<file path="config.mk">
export PLATFORM = sky130hd
export DESIGN_NAME = mtmr_top
export DESIGN_NICKNAME = d
export VERILOG_FILES = /design/src/rtl/mtmr_pkg.sv /design/src/rtl/mtmr_regs.sv /design/src/rtl/mtmr_counter.sv /design/src/rtl/mtmr_flag.sv /design/src/rtl/mtmr_top.sv
export SDC_FILE = /design/constraint.sdc
export NUM_CORES = 1
export LEC_CHECK = 0
export CAP_MARGIN = 40
export CORE_ASPECT_RATIO = 0.6
export CORE_MARGIN = 5
export CORE_UTILIZATION = 46
export DETAILED_ROUTE_END_ITERATION = 12
export PLACE_DENSITY_LB_ADDON = 0.1
export SYNTH_ARGS = -nofsm -noshare
export SYNTH_HDL_FRONTEND = slang
export SYNTH_HIERARCHICAL = 1
export SYNTH_SLANG_ARGS = --single-unit
</file>
<file path="constraint.sdc">
create_clock -name clk -period 3.6 [get_ports clk]
set_clock_uncertainty 0.15 [all_clocks]
set_input_delay 0.54 -clock clk [delete_from_list [all_inputs] [get_ports clk]]
set_output_delay 0.54 -clock clk [all_outputs]
set_load 0.005 [all_outputs]
</file>
<file path="src/rtl/mtmr_pkg.sv">
package mtmr_pkg;

    localparam int CNT_W_DEF  = 16;
    localparam int BYTE_W_DEF = 8;
    localparam int ADDR_W_DEF = 8;

    localparam int CTRL_ADDR_DEF = 'h50;
    localparam int CNT_ADDR_DEF  = 'h51;
    localparam int MOD_ADDR_DEF  = 'h54;

    typedef struct packed {
        logic ie;
        logic stop;
    } ctrl_t;

    typedef struct packed {
        logic wr;
        logic rd;
    } ctrl_access_t;

    function automatic logic is_high_byte(input int idx);
        return idx != 0;
    endfunction

endpackage

</file>
<file path="src/rtl/mtmr_regs.sv">
module mtmr_regs
    import mtmr_pkg::*;
#(
    parameter int CNT_W     = CNT_W_DEF,
    parameter int BYTE_W    = BYTE_W_DEF,
    parameter int ADDR_W    = ADDR_W_DEF,
    parameter int CTRL_ADDR = CTRL_ADDR_DEF,
    parameter int CNT_ADDR  = CNT_ADDR_DEF,
    parameter int MOD_ADDR  = MOD_ADDR_DEF
) (
    input  logic              clk,
    input  logic              rst,
    input  logic              bus_wr,
    input  logic              bus_rd,
    input  logic [ADDR_W-1:0] bus_addr,
    input  logic [BYTE_W-1:0] bus_wdata,
    output logic [BYTE_W-1:0] bus_rdata,
    input  logic [CNT_W-1:0]  count,
    input  logic              flag,
    output logic [CNT_W-1:0]  modv,
    output ctrl_t             ctrl,
    output ctrl_access_t      ctrl_acc,
    output logic              inhibit
);
    localparam int NB = CNT_W / BYTE_W;

    logic [NB-1:0] hi_wr;
    logic [NB-1:0] lo_wr;

    assign ctrl_acc.wr = bus_wr && (bus_addr == ADDR_W'(CTRL_ADDR));
    assign ctrl_acc.rd = bus_rd && (bus_addr == ADDR_W'(CTRL_ADDR));

    // Modulo bytes: most significant byte at the lowest address
    for (genvar gi = 0; gi < NB; gi++) begin : g_mod
        localparam logic [ADDR_W-1:0] BYTE_ADDR = ADDR_W'(MOD_ADDR + NB - 1 - gi);
        logic hit;
        assign hit = bus_wr && (bus_addr == BYTE_ADDR);
        if (is_high_byte(gi)) begin : g_hi
            assign hi_wr[gi] = hit;
            assign lo_wr[gi] = 1'b0;
        end else begin : g_lo
            assign hi_wr[gi] = 1'b0;
            assign lo_wr[gi] = hit;
        end
        always_ff @(posedge clk) begin
            if (rst)
                modv[gi*BYTE_W +: BYTE_W] <= '1;
            else if (hit)
                modv[gi*BYTE_W +: BYTE_W] <= bus_wdata;
        end
    end

    // Write-in-progress inhibit: set by an upper byte, released by the low byte
    always_ff @(posedge clk) begin
        if (rst)
            inhibit <= 1'b0;
        else if (|lo_wr)
            inhibit <= 1'b0;
        else if (|hi_wr)
            inhibit <= 1'b1;
    end

    always_ff @(posedge clk) begin
        if (rst) begin
            ctrl.ie   <= 1'b0;
            ctrl.stop <= 1'b1;
        end else if (ctrl_acc.wr) begin
            ctrl.ie   <= bus_wdata[BYTE_W-2];
            ctrl.stop <= bus_wdata[BYTE_W-3];
        end
    end

    always_comb begin
        bus_rdata = '0;
        if (bus_addr == ADDR_W'(CTRL_ADDR)) begin
            bus_rdata[BYTE_W-1] = flag;
            bus_rdata[BYTE_W-2] = ctrl.ie;
            bus_rdata[BYTE_W-3] = ctrl.stop;
        end
        for (int i = 0; i < NB; i++) begin
            if (bus_addr == ADDR_W'(CNT_ADDR + NB - 1 - i))
                bus_rdata = count[i*BYTE_W +: BYTE_W];
            if (bus_addr == ADDR_W'(MOD_ADDR + NB - 1 - i))
                bus_rdata = modv[i*BYTE_W +: BYTE_W];
        end
    end

endmodule

</file>
<file path="src/rtl/mtmr_counter.sv">
module mtmr_counter
    import mtmr_pkg::*;
#(
    parameter int CNT_W = CNT_W_DEF
) (
    input  logic             clk,
    input  logic             rst,
    input  logic             tick_en,
    input  logic             stop,
    input  logic [CNT_W-1:0] modv,
    output logic [CNT_W-1:0] count,
    output logic             wrap
);
    logic at_mod;

    assign at_mod = (count == modv);
    assign wrap   = tick_en && !stop && at_mod;

    always_ff @(posedge clk) begin
        if (rst || stop)
            count <= '0;
        else if (tick_en)
            count <= at_mod ? '0 : count + 1'b1;
    end

endmodule

</file>
<file path="src/rtl/mtmr_flag.sv">
module mtmr_flag
    import mtmr_pkg::*;
(
    input  logic         clk,
    input  logic         rst,
    input  logic         wrap,
    input  logic         inhibit,
    input  ctrl_access_t ctrl_acc,
    input  logic         wr_flag_bit,
    input  logic         ie,
    output logic         flag,
    output logic         irq
);
    logic armed;

    // Clear handshake: a read that sees the flag set arms the next write
    always_ff @(posedge clk) begin
        if (rst)
            armed <= 1'b0;
        else if (ctrl_acc.wr)
            armed <= 1'b0;
        else if (ctrl_acc.rd && flag)
            armed <= 1'b1;
    end

    always_ff @(posedge clk) begin
        if (rst)
            flag <= 1'b0;
        else if (wrap && !inhibit)
            flag <= 1'b1;
        else if (ctrl_acc.wr && armed && !wr_flag_bit)
            flag <= 1'b0;
    end

    assign irq = flag && ie && !inhibit;

endmodule

</file>
<file path="src/rtl/mtmr_top.sv">
module mtmr_top
    import mtmr_pkg::*;
#(
    parameter int CNT_W     = CNT_W_DEF,
    parameter int BYTE_W    = BYTE_W_DEF,
    parameter int ADDR_W    = ADDR_W_DEF,
    parameter int CTRL_ADDR = CTRL_ADDR_DEF,
    parameter int CNT_ADDR  = CNT_ADDR_DEF,
    parameter int MOD_ADDR  = MOD_ADDR_DEF
) (
    input  logic              clk,
    input  logic              rst,
    input  logic              tick_en,
    input  logic              bus_wr,
    input  logic              bus_rd,
    input  logic [ADDR_W-1:0] bus_addr,
    input  logic [BYTE_W-1:0] bus_wdata,
    output logic [BYTE_W-1:0] bus_rdata,
    output logic              irq
);
    logic [CNT_W-1:0] count_w;
    logic [CNT_W-1:0] modv_w;
    logic             wrap_w;
    logic             flag_w;
    logic             inhibit_w;
    ctrl_t            ctrl_w;
    ctrl_access_t     acc_w;

    mtmr_regs #(
        .CNT_W(CNT_W), .BYTE_W(BYTE_W), .ADDR_W(ADDR_W),
        .CTRL_ADDR(CTRL_ADDR), .CNT_ADDR(CNT_ADDR), .MOD_ADDR(MOD_ADDR)
    ) u_regs (
        .clk(clk), .rst(rst),
        .bus_wr(bus_wr), .bus_rd(bus_rd), .bus_addr(bus_addr),
        .bus_wdata(bus_wdata), .bus_rdata(bus_rdata),
        .count(count_w), .flag(flag_w),
        .modv(modv_w), .ctrl(ctrl_w), .ctrl_acc(acc_w), .inhibit(inhibit_w)
    );

    mtmr_counter #(.CNT_W(CNT_W)) u_cnt (
        .clk(clk), .rst(rst), .tick_en(tick_en), .stop(ctrl_w.stop),
        .modv(modv_w), .count(count_w), .wrap(wrap_w)
    );

    mtmr_flag u_flag (
        .clk(clk), .rst(rst), .wrap(wrap_w), .inhibit(inhibit_w),
        .ctrl_acc(acc_w), .wr_flag_bit(bus_wdata[BYTE_W-1]), .ie(ctrl_w.ie),
        .flag(flag_w), .irq(irq)
    );

endmodule


</file>
==> Word-level counts from Yosys, hierarchy flattened <==
Cells that the tools add are included.
{ "word_totals": {"input_bits": 21, "out_inout_bits": 9, "reg_bits": 37, "elab_cells": 42} }
{ "op_classes": {"add_sub_neg": 1, "n_eq_ne": 6, "muxes": 8, "n_reduce_logical": 19} }
{ "ops": {"columns": ["operator", "n"], "rows": [
  ["$eq A8 B7 Y1 const B", 5],
  ["$mux W8", 4],
  ["$add A16 B1 Y16 const B", 1],
  ["$eq A16 B16 Y1", 1],
  ["$mux W16", 1],
  ["$logic_and A1 B1 Y1", 12],
  ["$reduce_or A2 Y1", 2],
  ["$logic_not A1 Y1", 3],
  ["$mux W3", 1],
  ["$mux W1", 2],
  ["$reduce_bool A2 Y1", 1],
  ["$logic_or A1 B1 Y1", 1]
]} }

==> Logic depth before layout (Yosys ltp) <==
{ "depth": {"ltp_word": 6, "depth_mapped": 10, "ltp_nobuf": 7} }

==> By module <==
The synthesis kept the hierarchy.
{ "by_module_without_submodules": {"columns": ["module", "area_each_um2", "seq_area_each_um2", "instances", "cells_each"], "rows": [
  ["mtmr_regs", 1206.2, 380.4, 1, 143],
  ["mtmr_counter", 1006.0, 320.3, 1, 104],
  ["mtmr_flag", 85.1, 40.0, 1, 10]
]} }

==> Worst setup path before layout <==
OpenSTA, ideal clock, no wires.
{ "synth_timing": {"path_type": "input to output", "from": "input bus_addr[2]", "to": "output bus_rdata[0]", "required_ns": 2.910, "setup_slack_ns": 1.419, "cell_stages": 5, "path_buffers": 2, "arrival_ns": 1.491, "cell_sequence": "buf_6 > or2_0 > buf_6 > or2_4 > o221a_1"} }
{ "synth_between": {"elab_chain_cells": 5, "elab_cells_between_ends": 8, "cone_classes": "eq/ne: 4; mux: 4"} }
{ "synth_rtl": {"columns": ["item", "line", "rtl"], "rows": [
  ["from (decl)", "mtmr_top.sv:16", "input logic [ADDR_W-1:0] bus_addr,"],
  ["$eq A8 B7 Y1", "mtmr_regs.sv:81", "if (bus_addr == ADDR_W'(CNT_ADDR + NB - 1 - i))"],
  ["$mux W8", "mtmr_regs.sv:81", null],
  ["$mux W8", "mtmr_regs.sv:83", "if (bus_addr == ADDR_W'(MOD_ADDR + NB - 1 - i))"],
  ["$mux W8", "mtmr_regs.sv:81", null],
  ["$mux W8 (*)", "mtmr_regs.sv:83", null],
  ["to (decl)", "mtmr_top.sv:18", "output logic [BYTE_W-1:0] bus_rdata,"]
]} }
Every way passes the cells marked *; elsewhere a longest branch is shown, timed or not.

==> Worst setup path after layout <==
{ "layout_timing": {"from": "input bus_addr[3]", "to": "output bus_rdata[5]"} }
{ "layout_between": {"elab_chain_cells": 6, "elab_cells_between_ends": 10, "cone_classes": "eq/ne: 5; mux: 5"} }
{ "layout_rtl": {"columns": ["item", "line", "rtl"], "rows": [
  ["$eq A8 B7 Y1", "mtmr_regs.sv:75", "if (bus_addr == ADDR_W'(CTRL_ADDR)) begin"],
  ["$mux W3", "mtmr_regs.sv:75", null],
  ["$mux W8", "mtmr_regs.sv:81", null],
  ["$mux W8", "mtmr_regs.sv:83", null],
  ["$mux W8", "mtmr_regs.sv:81", null],
  ["$mux W8 (*)", "mtmr_regs.sv:83", null]
]} }
Marked as above.

==> impl_metrics.env <==
export IMPL_status="finished, final reports clean"
export IMPL_pin_count=30
export IMPL_criticalPathCategory="in -> out"
export IMPL_design_area_mm2=0.00273
export IMPL_grt_max_degree=30
export IMPL_layout_drive_gt1_share_pct=11.1
export IMPL_critPathArrivalTime_ns=2.65
export IMPL_dr_max_layer_used="met4"
export IMPL_io_buffer_count=29
export IMPL_post_dp_hpwl_um=4350
export IMPL_wire_per_inst_um=16.9
export IMPL_routed_wl_met3_um=382
export IMPL_fin_cells=343
export IMPL_drt_met1_wl_um=3160
export IMPL_area_delta_synth_final_pct=18.8
export IMPL_die_w_um=101
export IMPL_critPathLaunch="bus_addr[3]"
export IMPL_cp_required_ns=2.91
export IMPL_cts_hold_buffers=0
export IMPL_whs_path_depth=2
export IMPL_post_cts_repair_setup_buffers=0
export IMPL_finalSetupViolCount=0
export IMPL_synth_cells=257
export IMPL_dpl_cell_count=335
export IMPL_placed_area_mm2=0.00260
export IMPL_viasPerCell=5.62
export IMPL_drt_pass1_iter_count=4
export IMPL_multi_input_area_mm2=0.00141
export IMPL_ir_worst_vdd_mv=0.161
export IMPL_rsz0062_at_grt="no"
export IMPL_fin_setup_tns_ns=0
export IMPL_min_period_ns=3.34
export IMPL_drv_slew=0
export IMPL_final_antenna_net_count=0
export IMPL_syn_avg_cell_area_um2=8.94
export IMPL_antenna_found_initial=0
export IMPL_die_y_um=64.7
export IMPL_final_common_cell="dfxtp_1"
export IMPL_grt_ovfl_total=0
export IMPL_nNetsFinal=301
export IMPL_ys_warn_count=6
export IMPL_groute_usage_overall_pct=18.4
export IMPL_reg2regPathDepth=6
export IMPL_tritoncts="built"
export IMPL_root_buffer="clkbuf_8"
export IMPL_final_cell_mix="37 x dfxtp_1, 31 x nor2_1, 28 x clkdlybuf4s50_1"
export IMPL_min_from="u_regs/ctrl[1]"
export IMPL_finalWirelength_um=5810
export IMPL_power_per_cell_area_mw_per_mm2=339
export IMPL_cp_end_kind="primary output"
export IMPL_maxCapViolations=0
export IMPL_cts_buffer_depth=2
export IMPL_critical_path_startpoint_type="input pin"
export IMPL_synth_nets=279
export IMPL_die_area_mm2=0.00655
export IMPL_rr_startpoint="u_cnt/count[4]"
export IMPL_wl_met2_um=2250
export IMPL_clock_latency_ns=0.29
export IMPL_synth_cell_types=43
export IMPL_coreArea_mm2=0.00471
export IMPL_grt_pass1_vias=1794
export IMPL_drc=0
export IMPL_n_antenna_cell=0
export IMPL_fillers=421
export IMPL_finalWeightedCongestion=0.813
export IMPL_drt_iter0_drc=103
export IMPL_postLayoutCoreUtil_pct=58.0
export IMPL_clkSinkCount=37
export IMPL_cts_htree_levels=2
export IMPL_hold_path_class="reg -> reg"
export IMPL_regArea_um2=741
export IMPL_vias=1927
export IMPL_row_count=19
export IMPL_path_max_fanout=9
export IMPL_ys_ff_latch=37
export IMPL_synth_area_mm2=0.00230
export IMPL_grt_pass1_wl_um=9470
export IMPL_cts_inserted_buffers=5
export IMPL_cts_resized=0
export IMPL_clk_pin_slew_ns=0.08
export IMPL_period_share_pct=92.9
export IMPL_finalPower_uw=926
export IMPL_leakagePower_nw=0.943
export IMPL_timing_fmax_ghz=0.299
export IMPL_start_util_pct=48.8
export IMPL_slew_headroom_pct=60.5
export IMPL_yosysSeqAreaShare_pct=32.2
export IMPL_finalHoldViolations=0
export IMPL_worst_slew_pin_slew_ns=0.592
routing by layer:
layer  vias to the layer above  global-route usage [%]
met5                         -                       0
met3                         2                    4.39
li1                        970                       -
met1                       901                    28.8
met4                         0                    4.48
met2                        54                    24.9
synth_stat cells, drive strengths merged:
cell type,instances,area [um2]
nand3b,14,105
xnor2,25,219
and3b,1,8.76
nand2b,4,25.0
nor3,4,20.0
and4bb,1,12.5
or2,3,21.3
a21o,3,22.5
o221a,5,56.3
a31o,2,17.5
nor2,31,116
inv,3,11.3
dfxtp,37,741
and2b,1,7.51
a21oi,11,55.1
o21ai,3,15.0
nand4,8,56.3
o22ai,3,18.8
or2b,1,7.51
and4,2,17.5
nor3b,2,20.0
a221oi,3,26.3
xor2,6,52.6
nand2,10,37.5
nand3,4,20.0
nor4,19,175
ha,1,12.5
clkbuf,6,22.5
or4bb,1,11.3
o21bai,3,22.5
and3,6,37.5
mux2i,19,190
buf,15,115
power breakdown:
| part | switching [mW] | internal [mW] |
|---|---|---|
| registers | 0.000305 | 0.409 |
| clock network | 0.161 | 0.275 |
| logic | 0.0405 | 0.0404 |
| total | 0.202 | 0.725 |
per-stage QoR:
step	setup WS, ns	hold WS, ns
final	0.257	0.361
after global routing	0.149	0.410
after CTS	0.278	0.374
after floorplan	1.42	0.312
after detailed placement	0.287	0.363
after global placement	0.326	0.352
critical path: stages:
cell	delay (ns)
clkdlybuf4s50_1	0.51
or2_0	0.47
a21o_1	0.25
a221oi_1	0.31
clkdlybuf4s50_1	0.57
state kept, by name (all words and copies together) (netlist names):
name,count
u_cnt/count,16
u_regs/modv,16
u_regs/ctrl,2
u_flag/armed,1
u_flag/flag,1
u_regs/inhibit,1
logic make-up after synthesis:
family,after synthesis,share of synthesized area (%)
and+or+nand+nor,112,30.4
xor gates and xnor gates,31,11.8
buffers and inverters,24,6.48
muxes,19,8.28
AOI/OAI and AO/OA,33,10.2
adders and majority gates,1,0.545
DFF,37,32.2
final cells by class:
type	instances	area share (%)
timing repair buffer	36	13.1
inverter	3	0.412
multi-input combinational	196	51.6
tap	63	2.89
sequential	37	27.1
clock buffer	5	2.52
clock inverter	3	2.38
final timing paths:
check	endpoint	slack, ns
setup / recovery	bus_rdata[5]	0.26
hold / removal	u_regs/ctrl[1]	0.36
setup reg to reg	u_cnt/count[7]	1.59
hold reg to reg	u_regs/ctrl[1]	0.36
(Power assumes the default switching activity.)
